### config.mk
export PLATFORM = sky130hd
export DESIGN_NAME = hold_arb_top
export DESIGN_NICKNAME = d
export VERILOG_FILES = /design/src/rtl/hold_arb_pkg.sv /design/src/rtl/hold_arb_sync.sv /design/src/rtl/hold_arb_refresh_timer.sv /design/src/rtl/hold_arb_fsm.sv /design/src/rtl/hold_arb_top.sv
export SDC_FILE = /design/constraint.sdc
export NUM_CORES = 1
export LEC_CHECK = 0
export CAP_MARGIN = 15
export CORE_MARGIN = 4
export CORE_UTILIZATION = 23
export DETAILED_ROUTE_END_ITERATION = 10
export MAX_ROUTING_LAYER = met4
export PLACE_DENSITY = 0.37
export SETUP_SLACK_MARGIN = 0.2
export SYNTH_ARGS = -nofsm -noshare
export SYNTH_HDL_FRONTEND = slang
export SYNTH_SLANG_ARGS = --single-unit
### constraint.sdc
create_clock -name clk -period 4.1 [get_ports clk]
set_input_delay 0.41 -clock clk [delete_from_list [all_inputs] [get_ports clk]]
set_output_delay 0.41 -clock clk [all_outputs]
set_load 0.01 [all_outputs]
### src/rtl/hold_arb_pkg.sv
package hold_arb_pkg;

  typedef enum logic [2:0] {
    ST_IDLE      = 3'd0,
    ST_REQ_REF   = 3'd1,
    ST_REQ_HOST  = 3'd2,
    ST_OWN_REF   = 3'd3,
    ST_OWN_HOST  = 3'd4,
    ST_RELEASE   = 3'd5
  } arb_state_t;

  // hold is asserted while requesting or owning the bus
  function automatic logic state_holds(input arb_state_t s);
    return (s == ST_REQ_REF) || (s == ST_REQ_HOST) ||
           (s == ST_OWN_REF) || (s == ST_OWN_HOST);
  endfunction

endpackage

### src/rtl/hold_arb_sync.sv
module hold_arb_sync #(
  parameter int WIDTH  = 2,
  parameter int STAGES = 2
) (
  input  logic             clk,
  input  logic             rst_n,
  input  logic [WIDTH-1:0] d,
  output logic [WIDTH-1:0] q
);
  logic [WIDTH-1:0] stg [STAGES];

  always_ff @(posedge clk) begin
    if (!rst_n) begin
      for (int i = 0; i < STAGES; i++) stg[i] <= '0;
    end else begin
      stg[0] <= d;
      for (int i = 1; i < STAGES; i++) stg[i] <= stg[i-1];
    end
  end

  assign q = stg[STAGES-1];

endmodule

### src/rtl/hold_arb_refresh_timer.sv
module hold_arb_refresh_timer #(
  parameter int INTERVAL = 3000
) (
  input  logic clk,
  input  logic rst_n,
  input  logic hidden_evt,
  input  logic refresh_done,
  output logic ref_pend
);
  localparam int CW = (INTERVAL > 2) ? $clog2(INTERVAL) : 1;
  localparam logic [CW-1:0] LAST = CW'(INTERVAL - 1);

  logic [CW-1:0] cnt;

  function automatic logic [CW-1:0] advance(input logic [CW-1:0] c);
    return (c == LAST) ? c : c + 1'b1;
  endfunction

  function automatic logic expiring(input logic [CW-1:0] c);
    return c == LAST;
  endfunction

  always_ff @(posedge clk) begin
    if (!rst_n) begin
      cnt      <= '0;
      ref_pend <= 1'b0;
    end else if (hidden_evt || refresh_done) begin
      cnt      <= '0;
      ref_pend <= 1'b0;
    end else begin
      cnt <= advance(cnt);
      if (expiring(cnt)) ref_pend <= 1'b1;
    end
  end

  AST_HIDDEN_CLEARS: assert property (@(posedge clk) disable iff (!rst_n)
    hidden_evt |=> !ref_pend);
  AST_PEND_STICKY: assert property (@(posedge clk) disable iff (!rst_n)
    (ref_pend && !hidden_evt && !refresh_done) |=> ref_pend);

endmodule

### src/rtl/hold_arb_fsm.sv
module hold_arb_fsm
  import hold_arb_pkg::*;
#(
  parameter int REF_TS = 2
) (
  input  logic clk,
  input  logic rst_n,
  input  logic host_req_s,
  input  logic ref_pend,
  input  logic hlda,
  input  logic host_done,
  output logic hold,
  output logic gnt_host,
  output logic gnt_ref,
  output logic ref_done
);
  localparam int TW = $clog2(REF_TS + 1);
  localparam logic [TW-1:0] TS_LAST = TW'(REF_TS - 1);

  arb_state_t state, nxt;
  logic [TW-1:0] ts_cnt;

  assign ref_done = (state == ST_OWN_REF) && (ts_cnt == TS_LAST);

  always_comb begin
    nxt = state;
    unique case (state)
      ST_IDLE:     if (ref_pend) nxt = ST_REQ_REF;
                   else if (host_req_s) nxt = ST_REQ_HOST;
      ST_REQ_REF:  if (hlda) nxt = ST_OWN_REF;
      ST_REQ_HOST: if (hlda) nxt = ST_OWN_HOST;
      ST_OWN_REF:  if (ref_done) nxt = ST_RELEASE;
      ST_OWN_HOST: if (host_done) nxt = ST_RELEASE;
      ST_RELEASE:  if (!hlda) nxt = ST_IDLE;
      default:     nxt = ST_IDLE;
    endcase
  end

  always_ff @(posedge clk) begin
    if (!rst_n) begin
      state  <= ST_IDLE;
      ts_cnt <= '0;
    end else begin
      state  <= nxt;
      ts_cnt <= (state == ST_OWN_REF) ? ts_cnt + 1'b1 : '0;
    end
  end

  assign hold     = state_holds(state);
  assign gnt_host = (state == ST_OWN_HOST);
  assign gnt_ref  = (state == ST_OWN_REF);

  AST_GNT_ONEHOT: assert property (@(posedge clk) disable iff (!rst_n)
    $onehot0({gnt_host, gnt_ref}));
  AST_GNT_UNDER_HOLD: assert property (@(posedge clk) disable iff (!rst_n)
    (gnt_host || gnt_ref) |-> (hold && hlda));
  AST_REF_AFTER_ACK: assert property (@(posedge clk) disable iff (!rst_n)
    $rose(gnt_ref) |-> $past(hlda));
  AST_HOST_AFTER_ACK: assert property (@(posedge clk) disable iff (!rst_n)
    $rose(gnt_host) |-> $past(hlda));
  AST_NO_PREEMPT: assert property (@(posedge clk) disable iff (!rst_n)
    (gnt_host && !host_done) |=> gnt_host);
  AST_HOST_RELEASE: assert property (@(posedge clk) disable iff (!rst_n)
    (gnt_host && host_done) |=> !hold);
  AST_REF_RELEASE: assert property (@(posedge clk) disable iff (!rst_n)
    $fell(gnt_ref) |-> !hold);

  generate
    if (REF_TS >= 2) begin : g_multi_ts
      AST_REF_MIN_LEN: assert property (@(posedge clk) disable iff (!rst_n)
        $rose(gnt_ref) |=> gnt_ref);
    end
  endgenerate

endmodule

### src/rtl/hold_arb_top.sv
module hold_arb_top #(
  parameter int REFRESH_INTERVAL = 3000,
  parameter int REF_TSTATES      = 2,
  parameter int SYNC_STAGES      = 2
) (
  input  logic clk,
  input  logic rst_n,
  input  logic host_req,
  input  logic host_done,
  input  logic hidden_ref_tgl,
  input  logic hlda,
  output logic hold,
  output logic gnt_host,
  output logic gnt_ref
);
  logic [1:0] sync_q;
  logic       host_req_s;
  logic       hidden_s;
  logic       hidden_prev;
  logic       hidden_evt;
  logic       ref_pend;
  logic       ref_done;

  hold_arb_sync #(.WIDTH(2), .STAGES(SYNC_STAGES)) u_sync (
    .clk   (clk),
    .rst_n (rst_n),
    .d     ({hidden_ref_tgl, host_req}),
    .q     (sync_q)
  );

  assign host_req_s = sync_q[0];
  assign hidden_s   = sync_q[1];

  always_ff @(posedge clk) begin
    if (!rst_n) hidden_prev <= 1'b0;
    else        hidden_prev <= hidden_s;
  end

  assign hidden_evt = hidden_s ^ hidden_prev;

  hold_arb_refresh_timer #(.INTERVAL(REFRESH_INTERVAL)) u_timer (
    .clk          (clk),
    .rst_n        (rst_n),
    .hidden_evt   (hidden_evt),
    .refresh_done (ref_done),
    .ref_pend     (ref_pend)
  );

  hold_arb_fsm #(.REF_TS(REF_TSTATES)) u_fsm (
    .clk        (clk),
    .rst_n      (rst_n),
    .host_req_s (host_req_s),
    .ref_pend   (ref_pend),
    .hlda       (hlda),
    .host_done  (host_done),
    .hold       (hold),
    .gnt_host   (gnt_host),
    .gnt_ref    (gnt_ref),
    .ref_done   (ref_done)
  );

  AST_RESET_QUIET: assert property (@(posedge clk)
    !rst_n |=> (!hold && !gnt_host && !gnt_ref));

endmodule

==> results.yml, run 1 <==
logic_synthesis:
  synth_compound_area_share_pct: 5.968
  synthCells: 114
  ys_types: 31
  yosys.area_share.simple_pct: 29.60
  synthXorXnorAreaFrac_pct: 10.23
  synth_top_family_by_area: "simple AND/OR/NAND/NOR gates"
  synth_area_per_cell_um2: 9.011
  synth.area.mux_share_pct: 2.923
  netlist_area_mm2: 0.001027
  synth-seq-cells: 23
  yosysSeqAreaShare_pct: 44.82
  yosys.area.top_type: "dfxtp_1"
  synth-adder-area-share_pct: 2.436
  synth_nets: 122
  synth.top_cell.area_share_pct: 44.82
  yosysWarningCount: 0
  ys_top_cells_by_area: "dfxtp_1, xnor2_1, nor2_1"
final_layout:
  finalNetCount: 131
  drive_gt1_share_pct: 7.377
  postLayoutCellArea_mm2: 0.001199
  seq_area_um2: 460.4
  multi_input_area_um2: 525.5
  final_util_pct: 27.72
  diodes: 0
  fillers: 487
  final_cell_count_no_fill: 174
  area_delta_synth_final_pct: 16.69
setup_path:
  worstSetupPathType: "register to output pin"
  crit_required_ns: 3.69
  cp_data_arrival_time_ns: 1.59
  endpoint_kind: "output pin"
  critPathLaunchType: "register"
  crit_slowest_cell: "clkdlybuf4s50_1"
  cpPeakStageDelay_ns: 0.52
  rrSetupSlack_ns: 2.39
  path_max_fanout: 9
  path_cells: "nor2_1, nand2_1, inv_1, clkdlybuf4s50_1"
sta:
  max_slew_margin_pct: 63.97
  period_minus_slack_ns: 2.000
  hold_viol_final: 0
  fin_skew_ns: 0.003055
  max_freq_mhz: 500.0
  final.setup.tns_ns: 0
  setup_viol: 0
  fin_ws_ns: 2.100
  worstMarginPinSlew_ns: 0.5389
  fin_crit_sh_pct: 48.78
  rsz0062_at_grt: "false"
  drv_slew: 0
  timing.hold.ws_ns: 0.4213
power_and_ir_drop:
  power.density_mw_per_mm2: 350.3
  power.leakage_nw: 0.3933
  ir_drop_v: 0.00009342
  p_total_uw: 419.9
hold_path:
  min-delay-path-class: "register to register"
floorplan:
  ioPinCount: 9
  die_h_um: 74.83
  die_x_um: 74.83
  start_util_pct: 23.76
  fp-row-count: 24
  coreArea_mm2: 0.004324
  dieArea_mm2: 0.005600
routing:
  wl_per_cell_um: 10.67
  viasPerCell: 4.397
  drc_errors: 0
  detail-route-antenna-nets: 0
  vias: 765
  first_iter_violations: 18
  wl_um: 1856
  first_pass_iters: 4
placed_design:
  place_inst: 170
  postPlaceCellArea_mm2: 0.001154
  gp_congestion: 0.6890
  io_buffers: 8
  preCtsSetupSlack_ns: 2.086
  hpwl_um: 1377
global_route:
  grt_start_max_net_pins: 14
  grt_pass1_wl_um: 3256
  grt_usage_pct: 7.974
  grt_pass1_vias: 745
  grt.overflow.total: 0
  antenna_found_initial: 0
clocking:
  postCtsHoldBufs: 0
  path_clk_slew_ns: 0.08
  htree_num_levels: 1
  cts-resized-gates: 0
  cts_tree: "yes"
  clock_sinks: 23
  cts_buffers: 3
  clkLatencyLatePin_ns: 0.26
  root_buffer: "clkbuf_8"
  clock_path_buffers: 2
  cts_setup_buffers: 0
outcome:
  status: "finished, final reports clean"
flow_run:
  maxCapViolCount: 0
path summary, 6_finish.rpt:
path,endpoint,cells past startpoint,startpoint
hold / removal,u_fsm.ts_cnt[0],1,u_fsm.ts_cnt[0]
hold reg to reg,u_fsm.ts_cnt[0],1,u_fsm.ts_cnt[0]
setup reg to reg,u_timer.cnt[1],5,u_timer.cnt[0]
setup / recovery,gnt_host,4,u_fsm.state[1]
synthesized netlist by cell type:
cell,n
nand4bb_1,1
nand4_1,2
nor4_4,1
o22ai_1,1
nor2_2,2
nand3_2,1
nand3_1,5
o21ai_0,2
dfxtp_1,23
nand2_2,1
buf_2,3
clkbuf_1,1
nand2b_1,1
a222oi_1,1
and3b_1,1
xnor2_1,9
nor4_2,1
nor3_1,3
nand3b_1,1
o211ai_1,3
a21oi_1,1
a211oi_1,1
nor2_1,20
nand2_1,6
mux2i_1,3
nor2b_1,3
ha_1,2
xor2_1,3
inv_1,6
nor3b_1,1
and2_1,5
critical path, delay by kind of cell (launching register included):
kind	cells	cell delay (ns)
buf+inv	2	0.59
flops	1	0.40
simple gates	2	0.33
cell type report:
| cell class | count | area share (%) |
|---|---|---|
| multi-input combinational | 81 | 43.84 |
| sequential | 23 | 38.41 |
| clock buffer | 4 | 3.758 |
| inverter | 6 | 1.879 |
| timing repair buffer | 8 | 6.681 |
| tap | 52 | 5.428 |
routing by layer:
| metal | GRT usage, % | share of wire, % |
|---|---|---|
| met5 | - | 0 |
| met4 | 4.743 | 2.2 |
| met3 | 2.003 | 3.0 |
| met2 | 12.19 | 48 |
| met1 | 9.393 | 47 |
registers in the layout, indices dropped and copies added, names as in the netlist:
register	count
u_fsm.ts_cnt	2
u_fsm.state	3
u_timer.ref_pend	1
u_sync.stg	4
hidden_prev	1
u_timer.cnt	12
placed cells by master, fill, tap and decap left out, types with 2 or more instances in the layout:
cell / instances
nand2_1: 6
xor2_1: 3
nand3_1: 5
clkdlybuf4s50_1: 8
clkbuf_8: 3
o211ai_1: 3
nor2_1: 20
o21ai_0: 2
nor2_2: 2
ha_1: 2
nand4_1: 2
mux2i_1: 3
nor3_1: 3
and2_1: 5
xnor2_1: 9
inv_1: 6
dfxtp_1: 23
nor2b_1: 3
power breakdown:
group	internal (mW)	leakage (nW)	switching (mW)
sequential	0.230	0.187	0.00922
clock	0.0693	0.0228	0.0697
combinational	0.0226	0.184	0.0187
logic make-up after synthesis:
logic type,count (synthesis)
AND/OR/NAND/NOR,55
flip-flops,23
XOR/XNOR,12
buffers and inverters,10
AO/OA/AOI/OAI,9
multiplexers,3
adder cells (fa/ha/maj),2
(Power assumes the default switching activity.)
==> run 2: changes to the inputs <==
--- a/config.mk
+++ b/config.mk
@@ -10,7 +10,7 @@
 export CORE_UTILIZATION = 23
 export DETAILED_ROUTE_END_ITERATION = 10
 export MAX_ROUTING_LAYER = met4
-export PLACE_DENSITY = 0.37
+export PLACE_DENSITY = 0.38
 export SETUP_SLACK_MARGIN = 0.2
 export SYNTH_ARGS = -nofsm -noshare
 export SYNTH_HDL_FRONTEND = slang
==> constraint.sdc (replaced) <==
create_clock -name clk -period 1.7 [get_ports clk]
set_input_delay 0.17 -clock clk [delete_from_list [all_inputs] [get_ports clk]]
set_output_delay 0.17 -clock clk [all_outputs]
set_load 0.01 [all_outputs]
==> run 2 against run 1 <==
- utilization is 3.1 points higher
- design area up 11%
- sequential share of layout area shrank 2.6 points
- routed wire length grew 10%
- via count is 3.7% higher
- final cell count up 5.2%
- first-iteration DRC count up 100%
- setup slack got worse by 1.8 ns
- critical path type is now register to register
- largest cell class unchanged
==> results.yml, run 2 (synthesis gave the netlist of run 1 again) <==
setup_path:
  cp_data_arrival_time_ns: 1.62
  worstReg2RegStart: "u_timer.cnt[1]"
  rrSetupSlack_ns: 0.26
  worstSetupPathType: "register to register"
  crit_required_ns: 1.87
  reg2reg_to: "u_timer.cnt[1]"
  r2r.worst_path.cells: 6
  endpoint_kind: "register"
  path_max_fanout: 4
  critPathLaunchType: "register"
sta:
  rsz0062_at_grt: "false"
  final.setup.tns_ns: 0
  max_slew_margin_pct: 81.11
  hold_viol_final: 0
  setup_viol: 0
  fin_skew_ns: 0.004417
  max_freq_mhz: 692.9
  drv_slew: 0
  period_minus_slack_ns: 1.443
  worstMarginPinSlew_ns: 0.2834
  fin_crit_sh_pct: 84.90
placed_design:
  place_inst: 175
  hpwl_um: 1460
  gp_congestion: 0.7221
  io_buffers: 8
final_layout:
  final_cell_mix: "nor2_1, dfxtp_1, xnor2_1, buf_4"
  final_common_cell: "nor2_1"
  reg_top3: "u_timer.cnt: 12 flops, u_sync.stg: 4 flops, u_fsm.state: 3 flops"
  largest_register_ff_count: 12
  finalNetCount: 140
  final_cell_count_no_fill: 183
  top_register: "u_timer.cnt"
  area_delta_synth_final_pct: 29.60
  diodes: 0
  drive_gt1_share_pct: 22.14
global_route:
  grt_start_max_net_pins: 15
  grt.overflow.total: 0
  grt_usage_pct: 8.549
  grt_pass1_vias: 791
  grt_pass1_wl_um: 3539
  antenna_found_initial: 0
routing:
  first_pass_iters: 4
  detail-route-antenna-nets: 0
  wl_per_cell_um: 11.17
  vias: 793
  drc_errors: 0
  viasPerCell: 4.333
  first_iter_violations: 36
  wl_um: 2045
clocking:
  cts_buffers: 3
  root_buffer: "clkbuf_8"
  path_clk_slew_ns: 0.09
  cts_tree: "yes"
  clock_sinks: 23
  postCtsHoldBufs: 0
  clock_path_buffers: 2
  htree_num_levels: 1
  clkLatencyLatePin_ns: 0.27
outcome:
  status: "finished, final reports clean"
hold_path:
  min-delay-path-class: "register to register"
  hold_path_startpoint: "u_fsm.ts_cnt[0]"
  min_to: "u_fsm.ts_cnt[0]"
  hold_depth: 1
floorplan:
  die_x_um: 74.83
  coreArea_mm2: 0.004324
  fp-row-count: 24
  ioPinCount: 9
  dieArea_mm2: 0.005600
  die_h_um: 74.83
  start_util_pct: 23.76
power_and_ir_drop:
  ir_drop_v: 0.0002682
  power.density_mw_per_mm2: 799.2
  power.leakage_nw: 0.4858
flow_run:
  maxCapViolCount: 0
run 2: worst max path at each step:
stage / from / endpoint / depth (start not counted)
2_1_floorplan: u_timer.cnt[0] / u_timer.cnt[1] / 5
4_1_cts: u_fsm.state[1] / gnt_ref / 2
3_3_place_gp: u_timer.cnt[0] / u_timer.cnt[1] / 5
3_5_place_dp: u_timer.cnt[0] / u_timer.cnt[1] / 5
5_1_grt: u_timer.cnt[1] / u_timer.cnt[1] / 6
6_report: u_timer.cnt[1] / u_timer.cnt[1] / 6
run 2: stage by stage:
stage | worst slack (ns) | power [mW] | hold slack [ns] | area, um2 | utilization [%]
detailed placement | 0.1015 | 0.7024 | 0.4166 | 1191 | 27.55
floorplan | 0.2046 | 0.6522 | 0.2973 | 1027 | -
global placement | 0.2065 | 0.6995 | 0.4084 | 1191 | 27.55
finish | 0.2568 | 1.064 | 0.4229 | 1331 | 30.79
global route | 0.1839 | 1.114 | 0.4562 | 1331 | 30.79
CTS | 0.02143 | 1.061 | 0.4300 | 1254 | 28.99
run 2: routing by layer:
metal	vias to the layer above	part of all wire, %	GRT usage (%)
li1	412	-	-
met1	371	49	10.71
met2	6	46	12.86
met3	4	2.2	1.202
met4	0	1.8	5.336
met5	-	0	-
run 2: cell type report:
class	count	area, um2
fillers	483	2993
multi-input cells	81	566.8
flip-flops and latches	23	476.7
repair buffers	17	151.4
well taps	52	65.06
clock buffers	3	41.29
inverters	6	22.52
clock inverters	1	7.507
run 2: critical path: stages, from the launching register on:
cell and delay, ns:
dfxtp_4 0.38, ha_4 0.14, nand4bb_4 0.11, nor4_4 0.27, buf_4 0.18, mux2i_2 0.22, nor2_2 0.04
run 2: timing repair:
item                                    CTS  global route
gates resized for setup                   6            13
endpoints found under the setup margin    6             8
pin swaps                                 1             1
buffers inserted                          1             3
run 2: where the power goes:
group,switching [mW],total (mW),internal (mW)
Combinational,0.0552,0.127,0.0720
Clock,0.190,0.356,0.166
Sequential,0.0242,0.581,0.556
